`src/rtl/burst_rd_dma.sv`:
```
module burst_rd_dma #(
  parameter int ADDR_W    = 32,
  parameter int DATA_W    = 64,
  parameter int BURST_LEN = 16,
  parameter int ID_W      = 4,
  parameter int ID_VAL    = 0,
  parameter int CNT_W     = 10
) (
  input  logic              clk,
  input  logic              rst_n,
  input  logic              cfg_en,
  input  logic [ADDR_W-1:0] cfg_base,
  input  logic [ADDR_W-1:0] cfg_len,
  output logic              ar_valid,
  input  logic              ar_ready,
  output logic [ADDR_W-1:0] ar_addr,
  output logic [7:0]        ar_len,
  output logic [2:0]        ar_size,
  output logic [1:0]        ar_burst,
  output logic [ID_W-1:0]   ar_id,
  input  logic              r_valid,
  output logic              r_ready,
  input  logic [DATA_W-1:0] r_data,
  input  logic [1:0]        r_resp,
  input  logic              r_last,
  output logic              fifo_wr_en,
  output logic [DATA_W-1:0] fifo_wr_data,
  input  logic [CNT_W-1:0]  fifo_wr_count,
  output logic              err_flag
);
  localparam int BYTES       = DATA_W / 8;
  localparam int SIZE_CODE   = $clog2(BYTES);
  localparam int BURST_BYTES = BURST_LEN * BYTES;
  localparam logic [ADDR_W-1:0] STEP = ADDR_W'(BURST_BYTES);

  typedef enum logic [1:0] {S_IDLE, S_ADDR, S_DATA} st_t;

  st_t               st;
  logic [ADDR_W-1:0] offs;
  logic [ADDR_W-1:0] addr_q;
  logic [ADDR_W-1:0] offs_nx;
  logic              beat;

  assign ar_valid     = (st == S_ADDR);
  assign r_ready      = (st == S_DATA);
  assign ar_addr      = addr_q;
  assign ar_len       = 8'(BURST_LEN - 1);
  assign ar_size      = 3'(SIZE_CODE);
  assign ar_burst     = 2'b01;
  assign ar_id        = ID_W'(ID_VAL);
  assign beat         = r_valid && r_ready;
  assign fifo_wr_en   = beat;
  assign fifo_wr_data = r_data;
  assign offs_nx      = (offs + STEP >= cfg_len) ? '0 : offs + STEP;

  always_ff @(posedge clk) begin
    if (!rst_n) begin
      st       <= S_IDLE;
      offs     <= '0;
      addr_q   <= '0;
      err_flag <= 1'b0;
    end else begin
      if (beat && r_resp != 2'b00) err_flag <= 1'b1;
      case (st)
        S_IDLE: begin
          if (!cfg_en) offs <= '0;
          else if (fifo_wr_count == '0) begin
            addr_q <= cfg_base + offs;
            st     <= S_ADDR;
          end
        end
        S_ADDR: if (ar_ready) st <= S_DATA;
        S_DATA: begin
          if (beat && r_last) begin
            offs <= offs_nx;
            st   <= S_IDLE;
          end
        end
        default: st <= S_IDLE;
      endcase
    end
  end

  a_r4_ar_hold: assert property (@(posedge clk) disable iff (!rst_n)
    ar_valid && !ar_ready |=> ar_valid && $stable(ar_addr));

  a_r3_start_on_empty: assert property (@(posedge clk) disable iff (!rst_n)
    $rose(ar_valid) |-> ($past(fifo_wr_count) == '0) && $past(cfg_en));

  a_r5_one_outstanding: assert property (@(posedge clk) disable iff (!rst_n)
    !(ar_valid && r_ready));

  a_r5_accept_opens_data: assert property (@(posedge clk) disable iff (!rst_n)
    ar_valid && ar_ready |=> r_ready);

  a_r9_err_sticky: assert property (@(posedge clk) disable iff (!rst_n)
    err_flag |=> err_flag);

  a_r7_addr_in_region: assert property (@(posedge clk) disable iff (!rst_n)
    $rose(ar_valid) |-> (ar_addr - cfg_base) < cfg_len);
endmodule

```
`config.mk`:
```
export PLATFORM = sky130hd
export DESIGN_NAME = burst_rd_dma
export DESIGN_NICKNAME = d
export VERILOG_FILES = /design/src/rtl/burst_rd_dma.sv
export SDC_FILE = /design/constraint.sdc
export NUM_CORES = 1
export LEC_CHECK = 0
export BUFFER_PORTS_ARGS = -buffer_cell sky130_fd_sc_hd__buf_2
export CORE_MARGIN = 1.5
export CORE_UTILIZATION = 43
export DETAILED_ROUTE_END_ITERATION = 8
export PLACE_DENSITY = 0.78
export SYNTH_ARGS = -nofsm -noshare
export SYNTH_HDL_FRONTEND = slang
export SYNTH_SLANG_ARGS = --single-unit
```
`constraint.sdc`:
```
create_clock -name clk -period 3.1 [get_ports clk]
set_clock_uncertainty 0.1 [all_clocks]
set_input_delay 0.31 -clock clk [delete_from_list [all_inputs] [get_ports clk]]
set_output_delay 0.31 -clock clk [all_outputs]
set_load 0.03 [all_outputs]
```
==> results of run 1 <==
==> power groups by stage <==
stage                     sequential [mW]  combinational [mW]  clock, mW
after global placement              0.788               0.209          0
after global routing                0.771               0.240       1.24
final                               0.772               0.217       1.21
after floorplan                     0.789               0.296          0
after detailed placement            0.788               0.210          0
after CTS                           0.772               0.214       1.21
==> routing by layer <==
| layer | vias up | global-route usage [%] |
|---|---|---|
| met5 | - | 0 |
| met4 | 0 | 9.51 |
| met3 | 41 | 4.24 |
| met2 | 269 | 39.9 |
| met1 | 2487 | 30.2 |
| li1 | 2649 | - |
==> flip-flops by register name, summed over array words and instances, names as in the netlist <==
register and cells:
ar_addr 32, offs 25, err_flag 1, st 2
==> layout make-up <==
type,count,share of cell area [%]
inverters,43,2.46
clock inverters,4,1.45
flip-flops and latches,60,18.4
well taps,172,3.27
clock buffers,12,3.90
repair buffers,180,16.4
multi-input cells,512,54.2
==> logic make-up after synthesis <==
kind of cell	count (synthesis)	share of synthesized area, %
XOR/XNOR	36	6.01
flip-flops	60	21.9
adder cells (fa/ha/maj)	50	11.4
multiplexers	3	0.547
buffers and inverters	159	16.9
other	2	0.137
AND/OR/NAND/NOR	240	22.3
AO/OA/AOI/OAI	165	20.8
==> critical path, stage by stage, from the launching register on <==
cell,delay [ps]
sky130_fd_sc_hd__dfxtp_2,350
sky130_fd_sc_hd__ha_4,140
sky130_fd_sc_hd__nand4_1,150
sky130_fd_sc_hd__nor4_4,230
sky130_fd_sc_hd__nand4_1,210
sky130_fd_sc_hd__xnor2_1,180
sky130_fd_sc_hd__ha_1,320
sky130_fd_sc_hd__a21oi_2,170
sky130_fd_sc_hd__o21ai_2,80
sky130_fd_sc_hd__a2111o_1,430
sky130_fd_sc_hd__nor4_4,190
sky130_fd_sc_hd__buf_4,190
sky130_fd_sc_hd__o21ai_4,60
sky130_fd_sc_hd__buf_6,140
sky130_fd_sc_hd__o211ai_1,160
==> per-stage QoR <==
| step | power, mW | setup WS [ps] |
|---|---|---|
| floorplan | 1.08 | 6.03 |
| global placement | 0.997 | -208 |
| detailed placement | 0.998 | -293 |
| CTS | 2.20 | -68.9 |
| global route | 2.25 | -294 |
| finish | 2.20 | -91.6 |
==> cells in the mapped netlist, types with 7 or more instances <==
library cell,instances,area share [%]
sky130_fd_sc_hd__nor2_1,44,3.0
sky130_fd_sc_hd__ha_1,50,11
sky130_fd_sc_hd__o211ai_1,25,3.4
sky130_fd_sc_hd__xor2_1,7,1.1
sky130_fd_sc_hd__a21oi_1,44,4.0
sky130_fd_sc_hd__a211oi_1,8,1.1
sky130_fd_sc_hd__a32o_1,14,2.6
sky130_fd_sc_hd__o21ai_0,17,1.5
sky130_fd_sc_hd__dfxtp_1,60,22
sky130_fd_sc_hd__nand3_1,35,3.2
sky130_fd_sc_hd__xnor2_1,27,4.3
sky130_fd_sc_hd__buf_2,14,1.3
sky130_fd_sc_hd__inv_1,41,2.8
sky130_fd_sc_hd__clkbuf_1,17,1.2
sky130_fd_sc_hd__a21o_1,10,1.4
sky130_fd_sc_hd__nand2_1,82,5.6
sky130_fd_sc_hd__buf_4,82,11
sky130_fd_sc_hd__nand4_1,21,2.4
sky130_fd_sc_hd__o21ai_1,8,0.73
sky130_fd_sc_hd__nor3_1,12,1.1
==> worst max path at each step <==
| stage | start | endpoint | slack [ps] | cells past startpoint |
|---|---|---|---|---|
| 2_1_floorplan | offs[7] | offs[13] | 6 | 14 |
| 3_3_place_gp | offs[11] | offs[8] | -210 | 12 |
| 3_5_place_dp | offs[11] | offs[28] | -290 | 12 |
| 4_1_cts | offs[8] | offs[23] | -70 | 14 |
| 5_1_grt | offs[7] | offs[25] | -290 | 14 |
| 6_report | offs[7] | offs[23] | -90 | 14 |
==> repair_timing <==
action | 4_1_cts | 5_1_grt
pin swaps | 19 | 23
gates resized for setup | 15 | 18
gates cloned | 1 | 0
setup buffers | 16 | 2
endpoints found under the setup margin | 25 | 25
==> results.toml, run 1 <==
[status]
outcome = "finished, violations left"
violations_in_the_final_reports = "negative setup slack"

[routing]
dr_wl_met2_mm = 7.54
drcViolationCount = 0
drtPass1Iterations = 7
sum_of_routed_wire_length_over_all_layers_mm = 15.8
vias_per_cell = 5.54
ant_nets = 0
first_iteration_detailed_routing_drc_count = 467
routed-wl-met3_mm = 1.11
routedWlPerCell_um = 16.1
maxUsedRoutingLayer = "met4"
m1WireLength_mm = 6.76
route.vias.total = 5446

[sta]
smallest_setup_slack_after_layout_ps = -91.6
slew_headroom_pct = 66.3
final.period_utilization_pct = 103
rsz0062_at_grt = "yes"
timing.final.setup_violations = 25
final-hold-violation-count = 0
min_period_ps = 3190
finalMaxSlewViolations = 0
whs_ps = 113
worstMarginPinSlew_ps = 505
timing.setup.tns_ps = -1190
achievable-frequency_ghz = 0.313

[pwr]
pwr_density_cell_mw_per_mm2 = 334
pwr-share-clk_pct = 55.0
power_report.internal_total_mw = 1.68
share_comb_of_total_power_pct = 9.9
p_seq_share_pct = 35.1
p_switching_mw = 0.518
leakagePower_nw = 3.01
vdd_ir_drop_max_v = 0.000241
switching_share_pct = 23.6

[finish]
multiInputGateArea_sq_mm = 0.00356
antenna_cells = 0
layout.cells.most_common = "sky130_fd_sc_hd__buf_2"
final_core_utilization_pct = 52.5
register_area_sq_mm = 0.00121
final_cell_area_sq_mm = 0.00657
final_cell_count_no_fill = 983
num-nets-final = 1002
layout-drive-gt1-share_pct = 29.5
fill_cells = 1210
post_synthesis_to_final_layout_area_growth_pct = 19.6
most-common-layout-cells = "117 x sky130_fd_sc_hd__buf_2, 82 x sky130_fd_sc_hd__nand2_1, 58 x sky130_fd_sc_hd__buf_4"

[logic_synthesis]
post_synth_num_cell_types = 73
dominantRegCellSynth = "sky130_fd_sc_hd__dfxtp_1"
synth_enable_flop_cells = 0
ys_ff_latch = 60
post_synth.cell_area_avg_sq_um = 7.68
synthCells = 715
synth.yosys.warnings = 0
syn_area_sq_mm = 0.00549
seq_area_frac_synth_pct = 21.9
postSynth.asyncResetShare_pct = 0

[floorplanning]
floorplan.die_area_sq_mm = 0.0135
placeableCoreArea_sq_mm = 0.0125
fp.dieW_um = 116
floorplan.rows = 41
io-pin-count = 263
die_height_um = 116
initial_core_util_pct = 43.9

[clock_tree]
cts_root_buf = "sky130_fd_sc_hd__clkbuf_16"
cts_max_level = 3
worst_setup_hold_path_clk_slew_ps = 60
clk_latency_ps = 340
tritoncts.num_buffers = 9
cts.hold.buffers_added = 0
clock_sink_count = 60
cts-root-to-sink-buffers = 2
tritoncts = "done"

[worst_setup_path]
data_arrival_time_of_the_worst_path_ps = 3340
worst_r2r_endpoint = "offs[23]"
worstRegToRegCells = 14
worst-path-max-fanout = 8
worst_setup_slack_for_register_to_register_paths_ps = -90
critical_path_endpoint_category = "flop"
setup.worst_path.class = "reg2reg"
timing.critical_path.required_ps = 3250
r2r_start = "offs[7]"
worstSetupStartpointType = "flop"

[hold_path]
hold_path_depth = 3
hp-start = "cfg_base[1]"
worst_hold_path_type = "in2reg"
hold_end = "ar_addr[1]"

[flow_run]
reported_max_cap_violation_count = 0

[grt]
antenna_found_initial = 0
grt.overflow.total = 0
groute.usage.overall_pct = 23.8
first_global_vias = 5118
pin_count_of_the_biggest_net_entering_global_routing = 41
grt_first_pass_wirelength_mm = 25.1

[placed_design]
detailedPlacementHpwl_mm = 11.6
post_dp_area_sq_mm = 0.00596
number_of_buffers_inserted_by_port_buffering = 117
routabilityCongestion = 0.905
place_inst = 951
Power figures use the tool's default switching activity.
==> run 2: changes to the inputs <==
BUFFER_PORTS_ARGS = unset   (was -buffer_cell sky130_fd_sc_hd__buf_2)
CORE_AREA = 2 2 103 105   (was unset)
CORE_MARGIN = unset   (was 1.5)
CORE_UTILIZATION = unset   (was 43)
DIE_AREA = 0 0 105 107   (was unset)
DONT_BUFFER_PORTS = 1   (was unset)
PLACE_DENSITY = 0.72   (was 0.78)
==> results.toml, run 2 (same netlist as run 1, synthesis figures left out) <==
[sta]
smallest_setup_slack_after_layout_ps = -31.7
slew_headroom_pct = 57.7
achievable-frequency_ghz = 0.319
timing.final.setup_violations = 15
worstMarginPinSlew_ps = 632
final.period_utilization_pct = 101
min_period_ps = 3130
finalMaxSlewViolations = 0
timing.setup.tns_ps = -187
final-hold-violation-count = 0
rsz0062_at_grt = "yes"

[grt]
pin_count_of_the_biggest_net_entering_global_routing = 31
groute.usage.overall_pct = 26.0
antenna_found_initial = 0
grt.overflow.total = 0
grt_first_pass_wirelength_mm = 23.6
first_global_vias = 4817

[placed_design]
routabilityCongestion = 0.895
number_of_buffers_inserted_by_port_buffering = 0
detailedPlacementHpwl_mm = 11.2

[pwr]
pwr_density_cell_mw_per_mm2 = 289
vdd_ir_drop_max_v = 0.000148
leakagePower_nw = 2.48

[floorplanning]
die_height_um = 107
floorplan.rows = 37
fp.dieW_um = 105
placeableCoreArea_sq_mm = 0.0101
io-pin-count = 263
floorplan.die_area_sq_mm = 0.0112
initial_core_util_pct = 54.4

[worst_setup_path]
worstSetupStartpointType = "flop"
worstPathBufferInverterCount = 2
critPathSlowestCell = "sky130_fd_sc_hd__dfxtp_1"
data_arrival_time_of_the_worst_path_ps = 3280
worstRegToRegCells = 13
worst-path-max-fanout = 7
timing.critical_path.required_ps = 3250
biggest_cell_delay_along_the_critical_path_ps = 400
r2r_start = "offs[12]"
critical_path_endpoint_category = "flop"
setup.worst_path.class = "reg2reg"
critical-path-top-delay-family = "simple AND/OR/NAND/NOR gates"
path_cells = "and2_1 > and4_4 > nand2_2 > or3_4 > xnor2_2 > ha_1 > nand4_1 > nor3_2 > o31ai_2 > buf_4 > buf_4 > o211ai_1 > o211ai_1"
worst_setup_slack_for_register_to_register_paths_ps = -30
worst_r2r_endpoint = "offs[25]"

[clock_tree]
cts_max_level = 3
tritoncts = "done"
worst_setup_hold_path_clk_slew_ps = 90
cts-root-to-sink-buffers = 2
tritoncts.num_buffers = 9
clock_sink_count = 60
clk_latency_ps = 370
cts_root_buf = "sky130_fd_sc_hd__clkbuf_8"

[routing]
drtPass1Iterations = 7
maxUsedRoutingLayer = "met4"
routedWlPerCell_um = 17.6
dr_wl_met2_mm = 7.09
vias_per_cell = 5.95
drcViolationCount = 0
sum_of_routed_wire_length_over_all_layers_mm = 14.7
m1WireLength_mm = 6.12
route.vias.total = 4976
routed-wl-met3_mm = 1.09
first_iteration_detailed_routing_drc_count = 281
ant_nets = 0

[hold_path]
worst_hold_path_type = "in2reg"
hold_path_depth = 2
hp-start = "rst_n"
hold_end = "ar_addr[17]"

[finish]
largest_register_ff_count = 32
most-common-layout-cells = "81 x sky130_fd_sc_hd__nand2_1, 59 x sky130_fd_sc_hd__buf_4, 57 x sky130_fd_sc_hd__dfxtp_1"
antenna_cells = 0
layout.cells.most_common = "sky130_fd_sc_hd__nand2_1"
fill_cells = 949
layout-drive-gt1-share_pct = 18.0
num-nets-final = 892
final_core_utilization_pct = 58.2
post_synthesis_to_final_layout_area_growth_pct = 6.97

[flow_run]
reported_max_cap_violation_count = 0

[status]
outcome = "finished, violations left"
violations_in_the_final_reports = "negative setup slack"
## run 2: cell types whose count changed in the layout (fill, tap and decap cells not counted), sizes merged
cell,previous run,this run
buf,180,63
bufinv,3,1
clkbuf,12,9
clkinv,3,2
clkinvlp,0,2
dlygate4sd3,0,8
inv,41,45
or2,3,2
## run 2: report_power, final
group	total [mW]	internal (mW)	switching, mW
Sequential	0.770	0.770	0.000471
Combinational	0.161	0.0511	0.110
Clock	0.766	0.385	0.381
Total	1.70	1.21	0.492
## run 2: what timing repair did
action,4_1_cts,5_1_grt
pin swaps,15,14
cloned,1,0
hold buffers,8,0
endpoints found under the setup margin,25,25
buffers inserted,5,8
gates resized for setup,14,20
endpoints found under the hold margin,10,0
## run 2: layout make-up
| type | instances | area [sq um] | area share, % |
|---|---|---|---|
| clock buffer | 9 | 124 | 2.11 |
| multi-input combinational | 511 | 3570 | 60.7 |
| tap | 136 | 170 | 2.90 |
| inverter | 43 | 161 | 2.75 |
| sequential | 60 | 1200 | 20.5 |
| clock inverter | 7 | 82.6 | 1.41 |
| timing repair buffer | 71 | 568 | 9.67 |
## run 2: per-stage QoR
stage,hold slack (ps),std cells,power [mW],setup WS (ps),cell area (sq um)
final,9.43,837,1.70,-31.7,5880
after global routing,8.27,837,1.75,-232,5880
after CTS,0.237,829,1.70,-120,5730
after detailed placement,354,799,0.934,-322,5340
after global placement,348,799,0.932,-159,5340
after floorplan,346,730,1.08,6.03,5570
## run 2: worst max-delay path by stage
stage                        start        to  slack, ps  cells past startpoint
after detailed placement   offs[7]  offs[18]       -320                     12
after CTS                  offs[8]  offs[24]       -120                     14
final                     offs[12]  offs[25]        -30                     13
after global routing       offs[8]  offs[23]       -230                     15
after floorplan            offs[7]  offs[13]          6                     14
after global placement    offs[11]   offs[8]       -160                     11
## run 2: per-layer routing
| layer | global-route usage (%) | up-vias |
|---|---|---|
| li1 | - | 2423 |
| met1 | 31.8 | 2296 |
| met2 | 44.0 | 216 |
| met3 | 6.08 | 41 |
| met4 | 10.4 | 0 |
| met5 | 0 | - |
